--- src/rtl/sport_pkg.sv ---
package sport_pkg;

    // Frame progress of the serial configuration port.
    typedef enum logic [1:0] {
        ST_IDLE = 2'd0,
        ST_ADDR = 2'd1,
        ST_DATA = 2'd2
    } sport_state_e;

endpackage

--- src/rtl/sport_ctrl.sv ---
module sport_ctrl
    import sport_pkg::*;
#(
    parameter int unsigned AW = 16,
    parameter int unsigned DW = 16
) (
    input  logic clk,
    input  logic rst_n,
    input  logic sync_i,
    output logic bit_en_o,
    output logic addr_last_o,
    output logic data_last_o
);

    localparam int unsigned FW = AW + DW;
    localparam int unsigned CW = $clog2(FW);

    sport_state_e   state_q, state_d;
    logic [CW-1:0]  cnt_q, cnt_d;

    always_ff @(posedge clk or negedge rst_n) begin
        if (!rst_n) begin
            state_q <= ST_IDLE;
            cnt_q   <= '0;
        end else begin
            state_q <= state_d;
            cnt_q   <= cnt_d;
        end
    end

    always_comb begin
        state_d     = state_q;
        cnt_d       = cnt_q;
        bit_en_o    = 1'b0;
        addr_last_o = 1'b0;
        data_last_o = 1'b0;
        if (sync_i) begin
            // any state: a sync (re)starts the frame
            state_d = ST_ADDR;
            cnt_d   = '0;
        end else begin
            unique case (state_q)
                ST_IDLE: begin
                    state_d = ST_IDLE;
                end
                ST_ADDR: begin
                    bit_en_o = 1'b1;
                    cnt_d    = cnt_q + CW'(1);
                    if (cnt_q == CW'(AW - 1)) begin
                        addr_last_o = 1'b1;
                        state_d     = ST_DATA;
                    end
                end
                ST_DATA: begin
                    bit_en_o = 1'b1;
                    if (cnt_q == CW'(FW - 1)) begin
                        data_last_o = 1'b1;
                        state_d     = ST_IDLE;
                        cnt_d       = '0;
                    end else begin
                        cnt_d = cnt_q + CW'(1);
                    end
                end
                default: begin
                    state_d = ST_IDLE;
                    cnt_d   = '0;
                end
            endcase
        end
    end

endmodule

--- src/rtl/sport_shift.sv ---
module sport_shift #(
    parameter int unsigned AW    = 16,
    parameter int unsigned DW    = 16,
    parameter int unsigned IDX_W = 4
) (
    input  logic             clk,
    input  logic             rst_n,
    input  logic             sync_i,
    input  logic             sdin_i,
    input  logic             bit_en_i,
    input  logic             addr_last_i,
    input  logic             data_last_i,
    input  logic [DW-1:0]    rd_val_i,
    output logic [IDX_W-1:0] rd_idx_o,
    output logic             we_o,
    output logic [IDX_W-1:0] widx_o,
    output logic [DW-1:0]    wdata_o,
    output logic             sdout_o,
    output logic             wr_stb_o,
    output logic [AW-1:0]    wr_addr_o,
    output logic [DW-1:0]    wr_data_o
);

    localparam int unsigned FW = AW + DW;

    logic [FW-2:0] rx_q;
    logic [FW-1:0] frame_w;
    logic [DW-1:0] tx_q;
    logic          is_read;

    // the bit sampled on this edge joins the bits already shifted in
    assign frame_w  = {rx_q, sdin_i};
    assign rd_idx_o = frame_w[IDX_W-1:0];
    assign is_read  = frame_w[AW-1];
    assign we_o     = data_last_i & ~frame_w[FW-1];
    assign widx_o   = frame_w[DW+IDX_W-1:DW];
    assign wdata_o  = frame_w[DW-1:0];
    assign sdout_o  = tx_q[DW-1];

    always_ff @(posedge clk or negedge rst_n) begin
        if (!rst_n) begin
            rx_q <= '0;
        end else if (bit_en_i) begin
            rx_q <= frame_w[FW-2:0];
        end
    end

    always_ff @(posedge clk or negedge rst_n) begin
        if (!rst_n) begin
            tx_q <= '0;
        end else if (sync_i) begin
            tx_q <= '0;
        end else if (addr_last_i) begin
            tx_q <= is_read ? rd_val_i : '0;
        end else if (bit_en_i) begin
            tx_q <= {tx_q[DW-2:0], 1'b0};
        end
    end

    always_ff @(posedge clk or negedge rst_n) begin
        if (!rst_n) begin
            wr_stb_o  <= 1'b0;
            wr_addr_o <= '0;
            wr_data_o <= '0;
        end else begin
            wr_stb_o <= we_o;
            if (we_o) begin
                wr_addr_o <= frame_w[FW-1:DW];
                wr_data_o <= frame_w[DW-1:0];
            end
        end
    end

endmodule

--- src/rtl/sport_regs.sv ---
module sport_regs #(
    parameter int unsigned DW    = 16,
    parameter int unsigned REG_N = 16,
    parameter int unsigned IDX_W = $clog2(REG_N)
) (
    input  logic             clk,
    input  logic             rst_n,
    input  logic             we_i,
    input  logic [IDX_W-1:0] widx_i,
    input  logic [DW-1:0]    wdata_i,
    input  logic [IDX_W-1:0] ridx_i,
    output logic [DW-1:0]    rdata_o
);

    logic [DW-1:0] word_q [REG_N];

    for (genvar g = 0; g < REG_N; g++) begin : g_word
        always_ff @(posedge clk or negedge rst_n) begin
            if (!rst_n) begin
                word_q[g] <= '0;
            end else if (we_i && (widx_i == IDX_W'(g))) begin
                word_q[g] <= wdata_i;
            end
        end
    end

    assign rdata_o = word_q[ridx_i];

endmodule

--- src/rtl/sport_cfg_port.sv ---
module sport_cfg_port #(
    parameter int unsigned AW    = 16,
    parameter int unsigned DW    = 16,
    parameter int unsigned REG_N = 16
) (
    input  logic          clk,
    input  logic          rst_n,
    input  logic          sync_i,
    input  logic          sdin_i,
    output logic          sdout_o,
    output logic          wr_stb_o,
    output logic [AW-1:0] wr_addr_o,
    output logic [DW-1:0] wr_data_o
);

    localparam int unsigned IDX_W = $clog2(REG_N);

    logic             bit_en, addr_last, data_last;
    logic             we;
    logic [IDX_W-1:0] widx, ridx;
    logic [DW-1:0]    wdata, rdata;

    sport_ctrl #(.AW(AW), .DW(DW)) ctrl_i (
        .clk         (clk),
        .rst_n       (rst_n),
        .sync_i      (sync_i),
        .bit_en_o    (bit_en),
        .addr_last_o (addr_last),
        .data_last_o (data_last)
    );

    sport_shift #(.AW(AW), .DW(DW), .IDX_W(IDX_W)) shift_i (
        .clk         (clk),
        .rst_n       (rst_n),
        .sync_i      (sync_i),
        .sdin_i      (sdin_i),
        .bit_en_i    (bit_en),
        .addr_last_i (addr_last),
        .data_last_i (data_last),
        .rd_val_i    (rdata),
        .rd_idx_o    (ridx),
        .we_o        (we),
        .widx_o      (widx),
        .wdata_o     (wdata),
        .sdout_o     (sdout_o),
        .wr_stb_o    (wr_stb_o),
        .wr_addr_o   (wr_addr_o),
        .wr_data_o   (wr_data_o)
    );

    sport_regs #(.DW(DW), .REG_N(REG_N), .IDX_W(IDX_W)) regs_i (
        .clk     (clk),
        .rst_n   (rst_n),
        .we_i    (we),
        .widx_i  (widx),
        .wdata_i (wdata),
        .ridx_i  (ridx),
        .rdata_o (rdata)
    );

endmodule

--- config.mk ---
export PLATFORM = sky130hd
export DESIGN_NAME = sport_cfg_port
export DESIGN_NICKNAME = d
export VERILOG_FILES = /design/src/rtl/sport_pkg.sv /design/src/rtl/sport_ctrl.sv /design/src/rtl/sport_shift.sv /design/src/rtl/sport_regs.sv /design/src/rtl/sport_cfg_port.sv
export SDC_FILE = /design/constraint.sdc
export NUM_CORES = 1
export LEC_CHECK = 0
export CAP_MARGIN = 20
export CORE_UTILIZATION = 25
export CTS_CLUSTER_DIAMETER = 60
export DETAILED_ROUTE_END_ITERATION = 7
export HOLD_SLACK_MARGIN = 0.15
export PLACE_DENSITY = 0.4
export REMOVE_ABC_BUFFERS = 1
export SLEW_MARGIN = 25
export SYNTH_ARGS = -nofsm -noshare
export SYNTH_HDL_FRONTEND = slang
export SYNTH_HIERARCHICAL = 1
export SYNTH_SLANG_ARGS = --single-unit
--- constraint.sdc ---
create_clock -name clk -period 5.8 [get_ports clk]
set_clock_uncertainty 0.05 [all_clocks]
set_input_delay 1.16 -clock clk [delete_from_list [all_inputs] [get_ports clk]]
set_output_delay 1.16 -clock clk [all_outputs]
set_load 0.01 [all_outputs]
==> results of run 1 <==
-- logic make-up after synthesis --
| family | count (synthesis) | share of synthesized area |
|---|---|---|
| multiplexers | 384 | 0.330 |
| flip-flops | 343 | 0.562 |
| AO/OA/AOI/OAI | 62 | 0.0324 |
| buffers and inverters | 106 | 0.0366 |
| adder cells (fa/ha/maj) | 7 | 0.00573 |
| AND/OR/NAND/NOR | 85 | 0.0335 |
-- layout by cell type (no fill, tap or decap), types with 9 or more instances in the layout --
cell type and instances:
clkdlybuf4s50_1 35, a221o_1 13, a22oi_1 32, mux2_1 30
clkbuf_16 45, nand2_1 23, dfrtp_1 342, mux2_2 288
mux4_2 64, buf_4 23, nor4b_1 13, clkinv_2 9
clkbuf_1 9
-- report_power, final --
group | internal [mW] | switching [mW]
Sequential | 2.48 | 0.380
Combinational | 0.158 | 0.231
Clock | 1.64 | 1.04
Total | 4.27 | 1.65
-- final cells by class --
class | instances | area [um2]
well taps | 782 | 978
clock buffers | 61 | 1260
repair buffers | 63 | 618
fillers | 6045 | 42600
flip-flops and latches | 343 | 8590
clock inverters | 16 | 166
inverters | 8 | 30.0
multi-input cells | 538 | 6170
-- flip-flops by register name (all words and copies together), names as in the netlist --
name	flops
ctrl_i/cnt_q	5
ctrl_i/state_q	2
regs_i/word_q	256
shift_i/rx_q	31
shift_i/tx_q	16
shift_i/wr_addr_o	16
shift_i/wr_data_o	16
shift_i/wr_stb_o	1
-- layer usage --
metal | track usage | up-vias | wire length, um
met5 | 0 | - | 0
met4 | 0.0377 | 0 | 736
met3 | 0.0207 | 49 | 1340
met2 | 0.202 | 107 | 18100
met1 | 0.183 | 4519 | 18600
li1 | - | 3663 | -
-- metrics by stage --
stage | power [mW] | util | setup WS [ps] | area, um2 | instances
floorplan | 2.91 | - | 1490 | 14800 | 889
global placement | 3.31 | 0.271 | 1690 | 16400 | 1734
detailed placement | 3.32 | 0.271 | 1670 | 16400 | 1734
CTS | 6.07 | 0.295 | 2260 | 17800 | 1811
global route | 6.21 | 0.295 | 2100 | 17800 | 1811
finish | 5.93 | 0.295 | 2260 | 17800 | 1811
-- final timing paths --
kind	start	end	cells after the start
min in group asynchronous	rst_n	shift_i/rx_q[23]	1
max in group asynchronous	rst_n	regs_i/word_q[29]	2
min	shift_i/wr_addr_o[15]	shift_i/wr_addr_o[15]	1
max	sync_i	regs_i/word_q[176]	9
max reg2reg	ctrl_i/cnt_q[0]	regs_i/word_q[176]	10
min reg2reg	shift_i/wr_addr_o[15]	shift_i/wr_addr_o[15]	1
-- critical path, delay by kind of cell --
| kind | cells | cell delay, ps |
|---|---|---|
| and+or+nand+nor | 4 | 1330 |
| buffers and inverters | 4 | 1100 |
| muxes | 1 | 320 |
==> flow_metrics.py, run 1 <==
metrics = {
    "run_status": {
        "status": "complete, no violations",
    },
    "min_path": {
        "min_path_type": "reg2reg",
    },
    "detailed_routing": {
        "routed_wl_um": 38800,
        "vias": 8338,
        "drc": 0,
        "wl_per_cell_um": 21.4,
        "dr.pass1.iters": 4,
        "postRouteAntennaNets": 0,
        "drt-initial-drc-count": 360,
        "via_per_inst": 4.60,
    },
    "pwr": {
        "ir_drop_uv": 152,
        "p_per_area_mw_per_mm2": 333,
        "leakagePower_nw": 8.38,
    },
    "timing": {
        "fmax_mhz": 282,
        "slew_violations": 0,
        "holdWs_ps": 432,
        "tightest_slew_ps": 1010,
        "tns_ps": 0,
        "report.final.hold_viol_count": 0,
        "finalCriticalPeriod_ps": 3540,
        "post-route-period-util": 0.611,
        "setup_viol": 0,
        "rsz0062_at_grt": "no",
        "slew_headroom": 0.325,
    },
    "floorplanning": {
        "chipHeight_um": 249,
        "ios": 38,
        "placeableCoreArea_mm2": 0.0604,
        "start_util": 0.253,
        "fp-row-count": 90,
        "dieArea_mm2": 0.0621,
        "die_x_um": 249,
    },
    "synth": {
        "avgSynthCellArea_um2": 15.5,
        "synth_edf_count": 0,
        "synthCells": 987,
        "async_reset_ff_frac": 1.00,
        "yosysWarnings": 6,
        "ys_top_cells_by_count": "343 x dfrtp_1, 288 x mux2_2, 64 x mux4_2",
        "synth.most_common_cell": "dfrtp_1",
        "synth_flop_cell": "dfrtp_1",
        "netlist_area_mm2": 0.0153,
        "synth_cell_type_count": 41,
        "synthTopCellsByArea": "dfrtp_1 56%, mux2_2 21%, mux4_2 9.4%",
        "netlist.area_leader.share": 0.562,
        "ys_seq_area_frac": 0.562,
        "synth_seq_cells": 343,
        "yosys.area.top_type": "dfrtp_1",
    },
    "cts": {
        "cts_buffers": 42,
        "cts_root_buf": "clkbuf_16",
        "clk_latency_ps": 550,
        "htreeDepth": 2,
        "cts.clk_slew.worst_paths_ps": 60,
        "cts.sinks": 343,
        "cts_resized": 0,
        "cts_buffer_depth": 3,
        "cts_tree": "built",
        "cts_hold_buffers": 0,
        "post_cts_buffers": 0,
    },
    "setup_path": {
        "worstPathCellList": "clkdlybuf4s50_1 > buf_4 > and3b_1 > nand2b_2 > inv_1 > nand3b_1 > or3_1 > buf_4 > mux2_2",
        "slowest_stage": "or3_1",
        "end_kind": "register",
        "rrSetupSlack_ps": 2610,
        "cpMostUsedCell": "buf_4",
        "crit_type": "in2reg",
        "required_ps": 6190,
        "cp_data_arrival_time_ps": 3930,
        "max_stage_delay_ps": 810,
        "crit_path_max_fanout": 26,
        "start_kind": "primary input",
    },
    "global_route": {
        "grt_overflow": 0,
        "grt_pass1_wl_um": 60600,
        "first_global_vias": 9072,
        "track_usage": 0.129,
        "antenna_found_initial": 0,
        "grt_max_degree": 126,
    },
    "placed_design": {
        "port_buffers": 37,
        "gp_congestion": 0.711,
        "hpwl_um": 22400,
    },
    "flow_run": {
        "maxCapViolCount": 0,
    },
    "finish": {
        "synthToLayoutAreaGrowth_pct": 16.5,
        "diodes": 0,
        "drive_above_1_share": 0.456,
        "nets": 1007,
    },
}
No activity file was read; power rests on OpenSTA's default activity.
==> run 2: changes to the inputs <==
--- a/config.mk
+++ b/config.mk
@@ -10,7 +10,7 @@
 export CTS_CLUSTER_DIAMETER = 60
 export DETAILED_ROUTE_END_ITERATION = 7
 export HOLD_SLACK_MARGIN = 0.15
-export PLACE_DENSITY = 0.4
+export PLACE_DENSITY = 0.41
 export REMOVE_ABC_BUFFERS = 1
 export SLEW_MARGIN = 25
 export SYNTH_ARGS = -nofsm -noshare
==> constraint.sdc (replaced) <==
create_clock -name clk -period 3.05 [get_ports clk]
set_clock_uncertainty 0.05 [all_clocks]
set_input_delay 0.61 -clock clk [delete_from_list [all_inputs] [get_ports clk]]
set_output_delay 0.61 -clock clk [all_outputs]
set_load 0.01 [all_outputs]
==> flow_metrics.py, run 2 (synthesis gave the netlist of run 1 again) <==
metrics = {
    "pwr": {
        "p_per_area_mw_per_mm2": 614,
        "ir_drop_uv": 283,
        "p_switching_mw": 3.05,
        "comb_power_share": 0.074,
        "seq_power_share": 0.480,
        "power_switching_share": 0.273,
        "leakagePower_nw": 8.57,
        "cell_internal_pwr_mw": 8.10,
        "pwr-share-clk": 0.445,
    },
    "detailed_routing": {
        "dr.pass1.iters": 4,
        "routed_wl_um": 38800,
        "drc": 0,
        "drt-initial-drc-count": 341,
        "wl_per_cell_um": 21.1,
        "postRouteAntennaNets": 0,
        "vias": 8505,
        "via_per_inst": 4.62,
    },
    "min_path": {
        "worstHoldPathCells": 1,
        "min_path_type": "reg2reg",
        "holdCritStartpoint": "regs_i/word_q[122]",
        "hold_end": "regs_i/word_q[122]",
    },
    "finish": {
        "top_regs": "regs_i/word_q: 256 flops, shift_i/rx_q: 31 flops",
        "diodes": 0,
        "largest_reg_flops": 256,
        "nets": 1046,
        "layout_common_cells": "342 x dfrtp_1, 288 x mux2_2, 64 x mux4_2",
        "drive_above_1_share": 0.470,
        "top_register": "regs_i/word_q",
        "layout_commonest_cell": "dfrtp_1",
        "fillers": 6031,
        "final_util": 0.301,
        "synthToLayoutAreaGrowth_pct": 18.8,
    },
    "floorplanning": {
        "die_x_um": 249,
        "ios": 38,
        "dieArea_mm2": 0.0621,
        "chipHeight_um": 249,
        "start_util": 0.253,
        "fp-row-count": 90,
        "placeableCoreArea_mm2": 0.0604,
    },
    "cts": {
        "cts.clk_slew.worst_paths_ps": 60,
        "htreeDepth": 2,
        "cts_root_buf": "clkbuf_16",
        "cts_tree": "built",
        "cts_hold_buffers": 1,
        "cts_resized": 0,
        "clk_latency_ps": 560,
        "cts_buffers": 42,
        "post_cts_buffers": 0,
        "cts.sinks": 343,
        "cts_buffer_depth": 3,
    },
    "timing": {
        "setup_viol": 0,
        "report.final.hold_viol_count": 0,
        "finalCriticalPeriod_ps": 2750,
        "setup_ws_ps": 303,
        "tns_ps": 0,
        "slew_violations": 0,
        "fmax_mhz": 364,
        "rsz0062_at_grt": "no",
        "slew_headroom": 0.453,
        "post-route-period-util": 0.901,
        "tightest_slew_ps": 820,
    },
    "setup_path": {
        "worstPathCellList": "ha_1 > and3_1 > ha_1 > and3b_1 > nand2b_2 > inv_1 > nand3b_1 > or3_1 > buf_4 > mux2_1",
        "crit_type": "reg2reg",
        "start_kind": "register",
        "r2r_end": "regs_i/word_q[183]",
        "max_stage_delay_ps": 420,
        "r2r-start": "ctrl_i/cnt_q[0]",
        "cp-startpoint": "ctrl_i/cnt_q[0]",
        "cpMostUsedCell": "ha_1",
        "cp_data_arrival_time_ps": 3120,
        "r2r_cells": 10,
        "slowest_stage": "or3_1",
        "crit_path_max_fanout": 10,
        "rrSetupSlack_ps": 300,
        "required_ps": 3430,
        "end_kind": "register",
    },
    "global_route": {
        "first_global_vias": 9129,
        "grt_overflow": 0,
        "grt_pass1_wl_um": 60600,
        "track_usage": 0.128,
        "grt_max_degree": 64,
        "antenna_found_initial": 0,
    },
    "placed_design": {
        "pre_cts_ws_ps": 139,
        "port_buffers": 37,
        "gp_congestion": 0.716,
        "hpwl_um": 24200,
    },
    "run_status": {
        "status": "complete, no violations",
    },
    "flow_run": {
        "maxCapViolCount": 0,
    },
}
[run 2: cell types whose count changed in the layout (fill, tap and decap cells not counted), moves of 2 or more]
cell and change:
buf_12 +11, clkinvlp_4 -2, clkinv_2 -4, clkbuf_1 -2
clkbuf_8 -2, buf_4 +27
[run 2: area by class of cell]
| cell class | instances | area [um2] | area share |
|---|---|---|---|
| flip-flops and latches | 343 | 8590 | 0.473 |
| clock inverters | 10 | 131 | 0.00723 |
| clock buffers | 57 | 1220 | 0.0672 |
| well taps | 782 | 978 | 0.0539 |
| multi-input cells | 538 | 6160 | 0.339 |
| repair buffers | 102 | 1050 | 0.0579 |
| inverters | 8 | 30.0 | 0.00165 |
[run 2: how the worst max path moves through the flow]
stage,end,slack [ps],cells after the start
2_1_floorplan,shift_i/tx_q[10],-780,5
3_3_place_gp,regs_i/word_q[188],180,8
3_5_place_dp,shift_i/tx_q[1],140,6
4_1_cts,regs_i/word_q[183],280,10
5_1_grt,regs_i/word_q[185],80,10
6_report,regs_i/word_q[183],300,10
[run 2: stage by stage]
step	instance area, um2	hold slack, ps	cells	power (mW)
global route	18200	458	1840	11.7
finish	18200	439	1840	11.1
CTS	18200	444	1840	11.4
floorplan	14800	264	889	5.54
detailed placement	16800	430	1772	6.31
global placement	16800	420	1772	6.32
[run 2: worst max-delay path, delay by kind of cell (launching register included)]
family / cells / cell delay [ps]
adders and majority gates: 2 / 390
muxes: 1 / 320
buffers and inverters: 2 / 370
DFF: 1 / 400
and+or+nand+nor: 5 / 1080
[run 2: per-layer routing]
| layer | vias up | track usage | wire length (um) |
|---|---|---|---|
| met2 | 116 | 0.191 | 17400 |
| li1 | 3739 | - | - |
| met3 | 58 | 0.0226 | 1440 |
| met1 | 4592 | 0.187 | 19000 |
| met5 | - | 0 | 0 |
| met4 | 0 | 0.0425 | 901 |
[run 2: power by group through the flow]
stage / sequential [mW] / combinational [mW] / clock, mW
final: 5.35 / 0.829 / 4.96
after global routing: 5.44 / 0.902 / 5.35
after CTS: 5.38 / 0.853 / 5.18
after detailed placement: 5.46 / 0.851 / 0
after global placement: 5.47 / 0.846 / 0
after floorplan: 5.15 / 0.387 / 0
